==> config.mk <==
export PLATFORM = sky130hd
export DESIGN_NAME = frame_sequencer
export DESIGN_NICKNAME = d
export VERILOG_FILES = /design/src/rtl/frame_sequencer.sv
export SDC_FILE = /design/constraint.sdc
export NUM_CORES = 1
export LEC_CHECK = 0
export BUFFER_PORTS_ARGS = -buffer_cell sky130_fd_sc_hd__buf_2
export CORE_MARGIN = 4
export CORE_UTILIZATION = 25
export CTS_BUF_LIST = sky130_fd_sc_hd__clkbuf_4 sky130_fd_sc_hd__clkbuf_8 sky130_fd_sc_hd__clkbuf_16
export DETAILED_ROUTE_END_ITERATION = 10
export PLACE_DENSITY_LB_ADDON = 0.05
export SYNTH_ARGS = -nofsm -noshare
export SYNTH_HDL_FRONTEND = slang
export SYNTH_SLANG_ARGS = --single-unit
==> constraint.sdc <==
create_clock -name clk -period 3.85 [get_ports clk]
set_input_delay 0.5775 -clock clk [delete_from_list [all_inputs] [get_ports clk]]
set_output_delay 0.5775 -clock clk [all_outputs]
set_load 0.05 [all_outputs]
==> src/rtl/frame_sequencer.sv <==
module frame_sequencer #(
  parameter int LEN_W      = 16,
  parameter int TIME_W     = 32,
  parameter int SYNC_BITS  = 32,
  parameter int INTERLEAVE = 5,
  parameter int BUF_FRAMES = 4
)(
  input  logic              clk,
  input  logic              rst_n,
  input  logic              wr_en,
  input  logic [1:0]        wr_addr,
  input  logic [31:0]       wr_data,
  input  logic              bit_tick,
  input  logic              rti,
  input  logic [TIME_W-1:0] sc_time,
  output logic              sync_shift,
  output logic              msg_shift,
  output logic              chk_shift,
  output logic [2:0]        seq_state,
  output logic              active_buf,
  output logic [TIME_W-1:0] stamp,
  output logic [2:0]        irq_flags,
  output logic              irq,
  output logic [LEN_W-1:0]  frame_len,
  output logic              enc_on,
  output logic              arm_pending
);
  localparam int CHK_BITS = 256 * INTERLEAVE;
  localparam int CW_A  = $clog2(CHK_BITS) > $clog2(SYNC_BITS) ? $clog2(CHK_BITS) : $clog2(SYNC_BITS);
  localparam int CNT_W = LEN_W > CW_A ? LEN_W : CW_A;
  localparam int FR_W  = BUF_FRAMES > 1 ? $clog2(BUF_FRAMES) : 1;

  typedef enum logic [2:0] {IDLE = 3'd0, WAIT = 3'd1, SYNC = 3'd2, MSG = 3'd3, CHK = 3'd4} st_t;

  st_t              st, st_n, after_frame;
  logic [CNT_W-1:0] cnt;
  logic [FR_W-1:0]  frm, frm_n;
  logic [LEN_W-1:0] len_r, cur_len;
  logic             enc_r, cur_enc, arm_r, sel_r, buf_r;
  logic [2:0]       flags_r, flag_set, flag_clr;
  logic [TIME_W-1:0] stamp_r;

  wire go        = len_r != '0;
  wire last_sync = cnt == CNT_W'(SYNC_BITS - 1);
  wire last_msg  = cnt == CNT_W'(cur_len) - CNT_W'(1);
  wire last_chk  = cnt == CNT_W'(CHK_BITS - 1);
  wire frame_end = bit_tick & (((st == MSG) & last_msg & ~cur_enc) | ((st == CHK) & last_chk));
  wire buf_end   = frame_end & (frm == FR_W'(BUF_FRAMES - 1));
  wire rti_go    = (st == WAIT) & (st_n == SYNC);
  wire enter     = (st_n == SYNC) & (st != SYNC);
  wire capture   = enter & (frm_n == '0);
  wire ctrl_wr   = wr_en & (wr_addr == 2'd1);

  assign after_frame = !go ? IDLE : (arm_r ? WAIT : SYNC);

  always_comb begin
    st_n = st;
    case (st)
      IDLE: if (go) st_n = arm_r ? WAIT : SYNC;
      WAIT: if (rti & go) st_n = SYNC;
      SYNC: if (bit_tick & last_sync) st_n = MSG;
      MSG:  if (bit_tick & last_msg) st_n = cur_enc ? CHK : after_frame;
      CHK:  if (bit_tick & last_chk) st_n = after_frame;
      default: st_n = IDLE;
    endcase
  end

  always_comb begin
    frm_n = frm;
    if (rti_go || buf_end) frm_n = '0;
    else if (frame_end)    frm_n = frm + FR_W'(1);
  end

  assign flag_set = {rti_go, capture, buf_end};
  assign flag_clr = (wr_en && wr_addr == 2'd2) ? wr_data[2:0] : 3'b000;

  always_ff @(posedge clk) begin
    if (!rst_n) begin
      st <= IDLE; cnt <= '0; frm <= '0;
      len_r <= '0; enc_r <= 1'b0; arm_r <= 1'b0; sel_r <= 1'b0;
      cur_len <= '0; cur_enc <= 1'b0; buf_r <= 1'b0;
      flags_r <= '0; stamp_r <= '0;
    end else begin
      st  <= st_n;
      frm <= frm_n;
      if (st_n != st) cnt <= '0;
      else if (bit_tick && (st == SYNC || st == MSG || st == CHK)) cnt <= cnt + CNT_W'(1);
      if (wr_en && wr_addr == 2'd0) len_r <= wr_data[LEN_W-1:0];
      if (ctrl_wr) begin
        enc_r <= wr_data[0];
        sel_r <= wr_data[2];
      end
      arm_r <= (ctrl_wr & wr_data[1]) | (arm_r & ~rti_go);
      if (enter) begin
        cur_len <= len_r;
        cur_enc <= enc_r;
      end
      if (rti_go)       buf_r <= sel_r;
      else if (buf_end) buf_r <= ~buf_r;
      if (capture) stamp_r <= sc_time;
      flags_r <= (flags_r & ~flag_clr) | flag_set;
    end
  end

  assign sync_shift  = (st == SYNC) & bit_tick;
  assign msg_shift   = (st == MSG)  & bit_tick;
  assign chk_shift   = (st == CHK)  & bit_tick;
  assign seq_state   = st;
  assign active_buf  = buf_r;
  assign stamp       = stamp_r;
  assign irq_flags   = flags_r;
  assign irq         = |flags_r;
  assign frame_len   = len_r;
  assign enc_on      = enc_r;
  assign arm_pending = arm_r;

  a_r3_one_strobe: assert property (@(posedge clk) disable iff (!rst_n)
    $onehot0({sync_shift, msg_shift, chk_shift}));
  a_r3_msg_after_sync: assert property (@(posedge clk) disable iff (!rst_n)
    (st == MSG && $past(st) != MSG) |-> $past(st) == SYNC);
  a_r4_chk_needs_enc: assert property (@(posedge clk) disable iff (!rst_n)
    (st == CHK) |-> cur_enc);
  a_r2_zero_len_idle: assert property (@(posedge clk) disable iff (!rst_n)
    (st == IDLE && len_r == '0) |=> st == IDLE);
  a_r5_hold_without_tick: assert property (@(posedge clk) disable iff (!rst_n)
    (!bit_tick && (st == SYNC || st == MSG || st == CHK)) |=> (st == $past(st) && cnt == $past(cnt)));
  a_r7_swap: assert property (@(posedge clk) disable iff (!rst_n)
    buf_end |=> (active_buf != $past(active_buf) && irq_flags[0]));
  a_r8_stamp: assert property (@(posedge clk) disable iff (!rst_n)
    (st == SYNC && $past(st) != SYNC && frm == '0) |-> stamp == $past(sc_time));
  a_r9_resync_target: assert property (@(posedge clk) disable iff (!rst_n)
    (st == WAIT && rti && go) |=> (st == SYNC && active_buf == $past(sel_r) && irq_flags[2]));
endmodule

# Word level (Yosys, flattened, before mapping)
# Cells that the tools add are included.
# classes
addsub	3
n_mul	0
div_mod_pow	0
magnitude_cmp	0
n_eq_ne	13
shifts	0
n_mux	14
bitwise	27
reduce_logical	13
# ops
operator	count
3-bit 2-to-1 mux	8
1-bit AND	18
16-bit by 1-bit adder with 16-bit output, second input constant	1
16-bit by 11-bit == test with 1-bit output, second input constant	1
16-bit == test	1
16-bit by 5-bit == test with 1-bit output, second input constant	1
16-bit nonzero test	1
16-bit by 1-bit subtractor with 16-bit output, second input constant	1
3-bit case mux with 5 select lines	1
3-bit by 2-bit == test with 1-bit output, second input constant	3
2-bit 2-to-1 mux	3
2-bit == test, second input constant	2
2-bit logical NOT	2
1-bit NOT	4
3-bit AND	1
3-bit by 1-bit == test with 1-bit output, second input constant	1
3-bit == test, second input constant	1
1-bit logical AND	3
3-bit logical NOT	1
1-bit logical OR	3
3-bit by 2-bit != test with 1-bit output, second input constant	1
3-bit != test	1
3-bit NOT	1
3-bit bitwise OR	1
other kinds (7)	9
# word_totals
reg_bits	93
latch_bits	0
ramBits	0
mem_bits_ro	0
in_bits	71
out_inout_bits	61
wordCells	82
memories	0

# Logic depth before layout (Yosys ltp)
# Gate-level depths: netlist (run 1).
# logic_depth
ltp_word	12
depth_mapped	12
ltp_nobuf	10

# Worst setup path before layout (run 1)
# No wires, ideal clock.
# synth_path
path_type	register -> register
startpoint	register cur_len[0]
endpoint	register stamp_r[10] (netlist: stamp[10])
setup_ns	0.072
arrival_time_ns	3.363
required_time_ns	3.778
slack_ns	0.416
path_stages_with_launch	12
n_path_buf	3
cell_sequence	dfxtp_1 > or4_1 > buf_2 > or3_1 > a2111o_1 > a2111o_1 > nand4b_4 > a211o_1 > buf_6 > a31oi_4 > buf_6 > mux2i_1
# synth_via
elab_chain_cells	11
word_cells_on_any_way	18
# synth_lines
element	line_no	rtl
from (decl)	38	logic [LEN_W-1:0] len_r, cur_len;
from (signal assigned)	95	cur_len <= len_r;
16-bit by 1-bit subtractor with 16-bit output (*)	45	wire last_msg = cnt == CNT_W'(cur_len) - CNT_W'(1);
16-bit == test (*)	45	
1-bit AND, on equally long branches	62, 47	
3-bit 2-to-1 mux or 1-bit AND (tied branches)	62, 47	
3-bit case mux with 5 select lines or 1-bit bitwise OR (tied branches)	58, 47	
3-bit by 2-bit == test with 1-bit output or 1-bit AND (tied branches)	49, 50, 47	
1-bit AND, on equally long branches	49, 48	
1-bit logical OR	70	if (rti_go || buf_end) frm_n = '0;
2-bit 2-to-1 mux	70	
2-bit logical NOT	51	wire capture = enter & (frm_n == '0);
1-bit AND (*)	51	
to (signal assigned)	100	if (capture) stamp_r <= sc_time;
to (decl)	41	logic [TIME_W-1:0] stamp_r;
# Mark *: on every way between the ends. The rest lies on a longest branch, timed or not.
# A chain may end at the register's enable or synchronous reset.

# Worst setup path in the final report (run 1)
# layout_path
startpoint	register cur_len[1]
endpoint	register stamp_r[1] (netlist: stamp[1])
# The elaborated chain is that of the path after synthesis.

==> reports/qor.csv, run 1 <==
metric;value;unit
TritonCTS Buffers;9;
via count;3919;
diodes inserted;0;
Die Height;144;µm
Multi-input gate area;0.00254;mm²
post-CTS sizing;0;
CTS HTree Levels;3;
WHS Endpoint;stamp[4]$_SDFFE_PN0P_;
CP Capture Type;flop;
R2R Setup Slk;0.26;ns
final RePlAce weighted congestion;0.725;
die area;0.0206;mm²
clock sinks;93;
Placed Cells incl. Taps;848;
Pleak;0.00247;µW
GR Overflow Total;0;
filler instances;1957;
Initial Util;25.5;%
most numerous cell in the Yosys netlist;nand2_1;
TritonCTS clock tree;built;
hpwl dp;9.31;mm
DR WL/cell;14.7;µm
most frequent cells after synthesis;nand2_1 (111), dfxtp_1 (93), mux2i_1 (56), clkbuf_1 (25);
Register Area;0.00186;mm²
critical path arrival;3.87;ns
crit-path max FO;33;
Die Wd;144;µm
later-pin clock latency in the skew report;0.35;ns
Reg2Reg Capture Point;stamp[1]$_SDFFE_PN0P_;
Yosys cell types;51;
final setup violation count;0;
slowest CP cell;or4_1;
antenna-violating nets left;0;
vias in the first global route;3921;
core area;0.0180;mm²
worst-case clock buffer depth;2;
clk slew on worst S/H paths;0.07;ns
Vias/cell;4.54;
fmax;279;MHz
EDFF count, synth;0;
total track usage;12.7;%
non-filler cells, final;864;
Yosys top cell area share;40.5;%
max incr delay on CP;0.67;ns
Util after Layout;31.5;%
power density cells;473;mW/mm²
initial antenna violation count;0;
std cell rows;49;
RSZ-0062 raised after global routing;no;
slew margin rel.;37.0;%
Post CTS Setup Buffer Count;0;
Hold Crit Start;stamp[4]$_SDFFE_PN0P_;
Clock Skew;0.00916;ns
startpoint types;flop;
cts hold-fix bufs;0;
Synth area leaders;dfxtp_1 (41%), mux2i_1 (12%), nand2_1 (9.1%);
largest net degree at the start of global routing;77;
share of layout cells above drive strength 1;23.0;%
worst hold path depth;2;
Area growth, synth to finish;23.8;%
final hold vios;0;
#FFs+latches synth;93;
cell accounting for the most synthesized area;dfxtp_1;
Mapped Area;0.00459;mm²
status;finished, final reports clean;
Final Max Tran Viols;0;
root buffer cell;clkbuf_16;
reg2reg path depth;9;
CP Cell Sequence;or4_1 -> or3_1 -> a2111o_1 -> a2111o_1 -> nand4b_4 -> a211o_1 -> a31oi_4 -> buf_12 -> mux2i_1;
Least-Margin Pin Slew;0.941;ns
io pins;132;
initial DRC count;145;
Gate Count Post-Synth;528;
Seq/Total Area, Yosys;40.5;%
Yosys warnings;0;
ys flop type;dfxtp_1;
Hold Slack;0.457;ns
Setup CP Type;flop to flop;
CP dominant cell by count;a2111o_1;
worst vdd ir;0.209;mV
Final #Nets;704;
RR Startpoint;cur_len[1]$_SDFFE_PN0P_;
global-route wire length before repair;20.7;mm
fin crit period;3.59;ns
Post-Syn Nets;602;
First-pass DRT Iterations;4;
drt drc;0;
Max Cap Violations;0;
WL final;12.7;mm
PortBufs;115;
async set or reset register ratio after synthesis;0;%
Final Cycle Share;93.2;%
Synth Area per Inst;8.70;µm²
setup tns final;0;ns
Min-Delay Path Class;flop to flop;
Critical Path RT;4.13;ns
==> metrics by stage <==
step / total power [µW] / area, µm² / setup WS [ns]
2_1_floorplan: 1650 / 4590 / 0.416
4_1_cts: 2750 / 5690 / 0.259
3_5_place_dp: 1830 / 5390 / 0.286
6_report: 2690 / 5690 / 0.261
5_1_grt: 2840 / 5690 / 0.114
3_3_place_gp: 1820 / 5390 / 0.322
==> kinds of logic after synthesis <==
kind of cell | share of synthesized area (%)
AO/OA/AOI/OAI | 9.23
XOR/XNOR | 6.86
buffers and inverters | 4.22
AND/OR/NAND/NOR | 26.1
multiplexers | 12.2
adder cells (fa/ha/maj) | 0.817
flip-flops | 40.5
==> registers in the layout, indices dropped and copies added, names as in the netlist <==
signal / cells
frame_len: 16
enc_on: 1
cnt: 16
seq_state: 3
stamp: 32
frm: 2
arm_pending: 1
active_buf: 1
cur_enc: 1
irq_flags: 3
cur_len: 16
sel_r: 1
==> how the worst max path moves through the flow <==
stage,from,to,slack (ns),cells past startpoint
2_1_floorplan,cur_len[0]$_SDFFE_PN0P_,stamp[10]$_SDFFE_PN0P_,0.42,11
3_3_place_gp,cur_len[1]$_SDFFE_PN0P_,stamp[23]$_SDFFE_PN0P_,0.32,9
3_5_place_dp,cur_len[1]$_SDFFE_PN0P_,stamp[1]$_SDFFE_PN0P_,0.29,9
4_1_cts,cur_len[1]$_SDFFE_PN0P_,stamp[1]$_SDFFE_PN0P_,0.26,9
5_1_grt,cur_len[1]$_SDFFE_PN0P_,stamp[7]$_SDFFE_PN0P_,0.11,9
6_report,cur_len[1]$_SDFFE_PN0P_,stamp[1]$_SDFFE_PN0P_,0.26,9
==> layer usage <==
| layer | GRT usage (%) | part of all wire, % |
|---|---|---|
| met1 | 15.5 | 45 |
| met2 | 21.7 | 48 |
| met3 | 3.63 | 5.5 |
| met4 | 4.26 | 1.5 |
| met5 | 0 | 0 |
==> critical path, delay by kind of cell, from the launching register on <==
kind	cells	cell delay [ns]
buffers and inverters	1	0.25
multiplexers	1	0.22
AND/OR/NAND/NOR	3	1.31
flip-flops	1	0.34
AO/OA/AOI/OAI	4	1.35
==> cell type report <==
class / count / share of cell area, %
Clock inverter: 5 / 0.726
Timing Repair Buffer: 123 / 11.6
Multi-Input combinational cell: 392 / 44.7
Sequential cell: 93 / 32.7
Clock buffer: 11 / 4.44
Tap cell: 229 / 5.04
Inverter: 11 / 0.726
==> report_power, final <==
part	switching (µW)	internal, µW	total [µW]
combinational	482	234	715
sequential	48.7	1030	1080
clock	417	480	897
==> placed cells by master, fill, tap and decap left out, types with 3 or more instances in the layout <==
cell type	count
buf_2	115
nand2_1	111
dfxtp_1	93
mux2i_1	56
nor2_1	22
nor2b_1	22
a21boi_0	21
xnor2_1	19
nor3_1	19
xor2_1	17
inv_1	11
or4_1	10
nor4_1	9
nand3_1	9
clkbuf_16	9
o21ai_0	8
nand4_1	7
buf_4	6
and3_1	5
a21oi_1	5
nor3b_1	4
or3_1	4
nor4b_1	4
nand3b_1	4
and2_1	3
ha_1	3
Note: power is estimated with default switching activity, not from simulation.
==> inputs of run 2 (changes only) <==
--- a/config.mk
+++ b/config.mk
@@ -11,6 +11,7 @@
 export CTS_BUF_LIST = sky130_fd_sc_hd__clkbuf_4 sky130_fd_sc_hd__clkbuf_8 sky130_fd_sc_hd__clkbuf_16
 export DETAILED_ROUTE_END_ITERATION = 10
 export PLACE_DENSITY_LB_ADDON = 0.05
+export RECOVER_POWER = 100
 export SYNTH_ARGS = -nofsm -noshare
 export SYNTH_HDL_FRONTEND = slang
 export SYNTH_SLANG_ARGS = --single-unit
==> reports/qor.csv, run 2 (synthesized netlist as in run 1, its figures left out) <==
metric;value;unit
RR Startpoint;cur_len[1]$_SDFFE_PN0P_;
GR Overflow Total;0;
clk slew on worst S/H paths;0.07;ns
worst vdd ir;0.214;mV
Hold Crit Start;sc_time[9];
most common cell after layout, fill and taps aside;nand2_1;
CP Cell Sequence;or4_1 -> or3_1 -> a2111o_1 -> a2111o_1 -> nand4b_4 -> a211o_1 -> a31oi_4 -> buf_12 -> mux2i_1;
die area;0.0206;mm²
Post CTS Setup Buffer Count;0;
sw frac;35.5;%
power density cells;478;mW/mm²
Util after Layout;31.0;%
fin crit period;3.60;ns
worst hold path depth;3;
CTS HTree Levels;3;
Reg2Reg Capture Point;stamp[1]$_SDFFE_PN0P_;
TritonCTS clock tree;built;
antenna-violating nets left;0;
final RePlAce weighted congestion;0.725;
Pleak;0.00221;µW
TritonCTS Buffers;9;
CP dominant cell by count;a2111o_1;
Final Cycle Share;93.4;%
final hold vios;0;
RSZ-0062 raised after global routing;no;
Critical Path RT;4.13;ns
root buffer cell;clkbuf_16;
diodes inserted;0;
most frequent cells in the layout;nand2_1 (111), dfxtp_1 (93), clkbuf_1 (62);
clock sinks;93;
power share of the clock group;33.5;%
slew margin rel.;1.86;%
global-route wire length before repair;20.7;mm
initial DRC count;158;
post-CTS sizing;0;
later-pin clock latency in the skew report;0.35;ns
startpoint types;flop;
crit-path max FO;33;
largest net degree at the start of global routing;77;
final setup violation count;0;
Vias/cell;4.52;
Die Height;144;µm
Die Wd;144;µm
hpwl dp;9.31;mm
Min-Delay Path Class;primary input to flop;
CP Capture Type;flop;
Setup CP Type;flop to flop;
worst-case clock buffer depth;2;
Clock Skew;0.00905;ns
combinational power share;26.0;%
initial antenna violation count;0;
core area;0.0180;mm²
critical path arrival;3.87;ns
share of layout cells above drive strength 1;13.2;%
via count;3907;
fmax;278;MHz
DR WL/cell;14.7;µm
Final #Nets;704;
Max Cap Violations;0;
WHS Endpoint;stamp[9]$_SDFFE_PN0P_;
dpl ws;0.286;ns
Area growth, synth to finish;21.7;%
cts hold-fix bufs;0;
WL final;12.7;mm
setup slack after layout;0.253;ns
max reg flops;32;
Int Pwr;1720;µW
Initial Util;25.5;%
Final Max Tran Viols;0;
setup tns final;0;ns
PortBufs;115;
reg2reg path depth;9;
max incr delay on CP;0.67;ns
slowest CP cell;or4_1;
crit path launch;cur_len[1]$_SDFFE_PN0P_;
R2R Setup Slk;0.25;ns
Flop pwr share;40.4;%
vias in the first global route;3921;
drt drc;0;
First-pass DRT Iterations;4;
sw power;949;µW
status;finished, final reports clean;
io pins;132;
Least-Margin Pin Slew;1.47;ns
std cell rows;49;
total track usage;12.7;%
## run 2: changes by cell type in the layout (fill, tap and decap cells not counted)
cell / delta
buf_2: -62
buf_12: -1
clkbuf_1: +62
buf_4: -1
clkbuf_2: +2
## run 2: through the flow
stage	power [µW]	cell area (µm²)	cells	hold slack (ns)
final	2670	5590	864	0.459
after global routing	2820	5590	864	0.446
after CTS	2750	5690	864	0.439
after detailed placement	1830	5390	848	0.448
after global placement	1820	5390	848	0.439
after floorplan	1650	4590	528	0.480
## run 2: final cells by class
| type | count | area (µm²) |
|---|---|---|
| sequential | 93 | 1860 |
| multi-input combinational | 392 | 2540 |
| inverter | 11 | 41.3 |
| fill | 1975 | 12400 |
| timing repair buffer | 123 | 566 |
| clock buffer | 11 | 253 |
| clock inverter | 5 | 41.3 |
| tap | 229 | 287 |
## run 2: critical path: cells and delay by family, from the launching register on
family / cells / cell delay (ns)
flip-flops: 1 / 0.34
AND/OR/NAND/NOR: 3 / 1.31
buffers and inverters: 1 / 0.25
multiplexers: 1 / 0.22
AO/OA/AOI/OAI: 4 / 1.35
## run 2: power by group through the flow
| stage | sequential [µW] | clock, µW | combinational (µW) |
|---|---|---|---|
| detailed placement | 1100 | 0 | 727 |
| CTS | 1080 | 945 | 728 |
| global placement | 1100 | 0 | 722 |
| global route | 1090 | 976 | 748 |
| floorplan | 1310 | 0 | 343 |
| finish | 1080 | 897 | 696 |
## run 2: worst max path at each step
stage / endpoint / slack, ns / cells past startpoint
after detailed placement: stamp[1]$_SDFFE_PN0P_ / 0.29 / 9
final: stamp[1]$_SDFFE_PN0P_ / 0.25 / 9
after floorplan: stamp[10]$_SDFFE_PN0P_ / 0.42 / 11
after global placement: stamp[23]$_SDFFE_PN0P_ / 0.32 / 9
after CTS: stamp[1]$_SDFFE_PN0P_ / 0.26 / 9
after global routing: stamp[7]$_SDFFE_PN0P_ / 0.11 / 9
## run 2: routing by layer
metal	track usage, %	vias to the layer above	routed length (µm)
li1	-	2023	-
met1	15.5	1790	5710
met5	0	-	0
met2	21.7	83	6190
met4	4.26	0	190
met3	3.63	11	641
==> inputs of run 3 (changes only) <==
--- a/config.mk
+++ b/config.mk
@@ -7,7 +7,7 @@
 export LEC_CHECK = 0
 export BUFFER_PORTS_ARGS = -buffer_cell sky130_fd_sc_hd__buf_2
 export CORE_MARGIN = 4
-export CORE_UTILIZATION = 25
+export CORE_UTILIZATION = 50
 export CTS_BUF_LIST = sky130_fd_sc_hd__clkbuf_4 sky130_fd_sc_hd__clkbuf_8 sky130_fd_sc_hd__clkbuf_16
 export DETAILED_ROUTE_END_ITERATION = 10
 export PLACE_DENSITY_LB_ADDON = 0.05
==> reports/qor.csv, run 3 (synthesized netlist as in run 1, its figures left out) <==
metric;value;unit
status;finished with violations;
failing checks;capacitance limit, slew limit;
met1 wire length;4.59;mm
CTS HTree Levels;3;
WL met3;650;µm
sw power;877;µW
max reg flops;32;
cts hold-fix bufs;0;
WL final;10.6;mm
CP Capture Type;flop;
Placed Cells incl. Taps;725;
PortBufs;115;
setup slack after layout;0.228;ns
non-filler cells, final;741;
power share of the clock group;27.9;%
dpl ws;0.230;ns
later-pin clock latency in the skew report;0.36;ns
reg2reg path depth;9;
Setup CP Type;flop to flop;
critical path arrival;3.91;ns
TritonCTS Buffers;9;
combinational power share;28.3;%
vias in the first global route;3821;
Util after Layout;60.6;%
Power, Total;2460;µW
First-pass DRT Iterations;4;
most common cell after layout, fill and taps aside;nand2_1;
final RePlAce weighted congestion;0.798;
clock sinks;93;
worst hold path depth;3;
TritonCTS clock tree;built;
Post CTS Setup Buffer Count;0;
core area;0.00885;mm²
final hold vios;0;
clk slew on worst S/H paths;0.10;ns
die area;0.0108;mm²
final setup violation count;0;
max incr delay on CP;0.68;ns
global-route wire length before repair;17.9;mm
worst-case clock buffer depth;2;
Least-Margin Pin Slew;1.92;ns
CP Cell Sequence;or4_1 -> or3_1 -> a2111o_1 -> a2111o_1 -> nand4b_4 -> a211o_1 -> a31oi_4 -> buf_12 -> mux2i_1;
Final #Nets;702;
RR Startpoint;cur_len[0]$_SDFFE_PN0P_;
Vias/cell;5.32;
Reg2Reg Capture Point;stamp[0]$_SDFFE_PN0P_;
top sig layer;met5;
Int Pwr;1590;µW
most frequent cells in the layout;nand2_1 (111), dfxtp_1 (93), clkbuf_1 (62);
root buffer cell;clkbuf_8;
power density cells;460;mW/mm²
initial DRC count;90;
share of layout cells above drive strength 1;13.0;%
WL met2;5.31;mm
CP dominant cell by count;a2111o_1;
total track usage;19.7;%
setup tns final;0;ns
Max Cap Violations;1;
largest net degree at the start of global routing;58;
startpoint types;flop;
Critical Path RT;4.14;ns
Clock Skew;0.0178;ns
crit-path max FO;17;
R2R Setup Slk;0.23;ns
slew margin rel.;-28.0;%
DR WL/cell;14.4;µm
Area growth, synth to finish;16.7;%
fin crit period;3.62;ns
fmax;276;MHz
via count;3941;
Hold Crit Start;sc_time[5];
slowest CP cell;or4_1;
io pins;132;
worst vdd ir;0.358;mV
Die Wd;104;µm
diodes inserted;0;
Final Cycle Share;94.1;%
Min-Delay Path Class;primary input to flop;
initial antenna violation count;1;
Flop pwr share;43.9;%
std cell rows;34;
WHS Endpoint;stamp[5]$_SDFFE_PN0P_;
crit path launch;cur_len[0]$_SDFFE_PN0P_;
drt drc;0;
hpwl dp;7.93;mm
Initial Util;51.9;%
Die Height;104;µm
sw frac;35.6;%
Pleak;0.00217;µW
RSZ-0062 raised after global routing;no;
antenna-violating nets left;0;
Final Max Tran Viols;54;
GR Overflow Total;0;
run 3: cell count changes in the layout (fill, tap and decap cells not counted), sizes merged:
cell | previous run | this run
clkbuf | 75 | 74
bufinv | 0 | 1
buf | 59 | 58
clkinvlp | 2 | 1
run 3: layout make-up:
cell class | instances | area (µm²)
multi-input cells | 392 | 2540
clock inverters | 5 | 66.3
inverters | 11 | 41.3
repair buffers | 121 | 566
well taps | 108 | 135
flip-flops and latches | 93 | 1860
fillers | 863 | 3490
clock buffers | 11 | 145
run 3: timing repair:
action,in CTS,in global routing
gates resized for setup,0,1
setup endpoints to repair,0,3
hold endpoints to repair,0,0
run 3: how the worst max path moves through the flow:
stage,end,slack (ns),cells past startpoint
4_1_cts,stamp[11]$_SDFFE_PN0P_,0.21,9
2_1_floorplan,stamp[10]$_SDFFE_PN0P_,0.42,11
3_3_place_gp,stamp[13]$_SDFFE_PN0P_,0.29,9
6_report,stamp[0]$_SDFFE_PN0P_,0.23,9
5_1_grt,stamp[22]$_SDFFE_PN0P_,0.03,9
3_5_place_dp,stamp[11]$_SDFFE_PN0P_,0.23,9
run 3: power by group through the flow:
stage,clock network (µW),logic (µW),registers [µW]
floorplan,0,343,1310
global placement,0,706,1100
detailed placement,0,717,1100
CTS,708,718,1080
global route,749,745,1090
finish,686,697,1080
run 3: routing by layer:
layer | vias up | track usage, %
met1 | 1828 | 23.5
li1 | 2019 | -
met3 | 10 | 6.84
met2 | 82 | 34.7
met4 | 2 | 3.70
met5 | - | 0
run 3: per-stage QoR:
stage          hold slack (ns)  area (µm²)
2_1_floorplan            0.480        4590
3_3_place_gp             0.439        5220
3_5_place_dp             0.444        5220
4_1_cts                  0.433        5430
5_1_grt                  0.420        5360
6_report                 0.447        5360
run 3: critical path, delay by kind of cell, from the launching register on:
kind,cells,cell delay [ns]
AOI/OAI and AO/OA,4,1.46
and+or+nand+nor,3,1.30
DFF,1,0.37
buffers and inverters,1,0.22
muxes,1,0.20
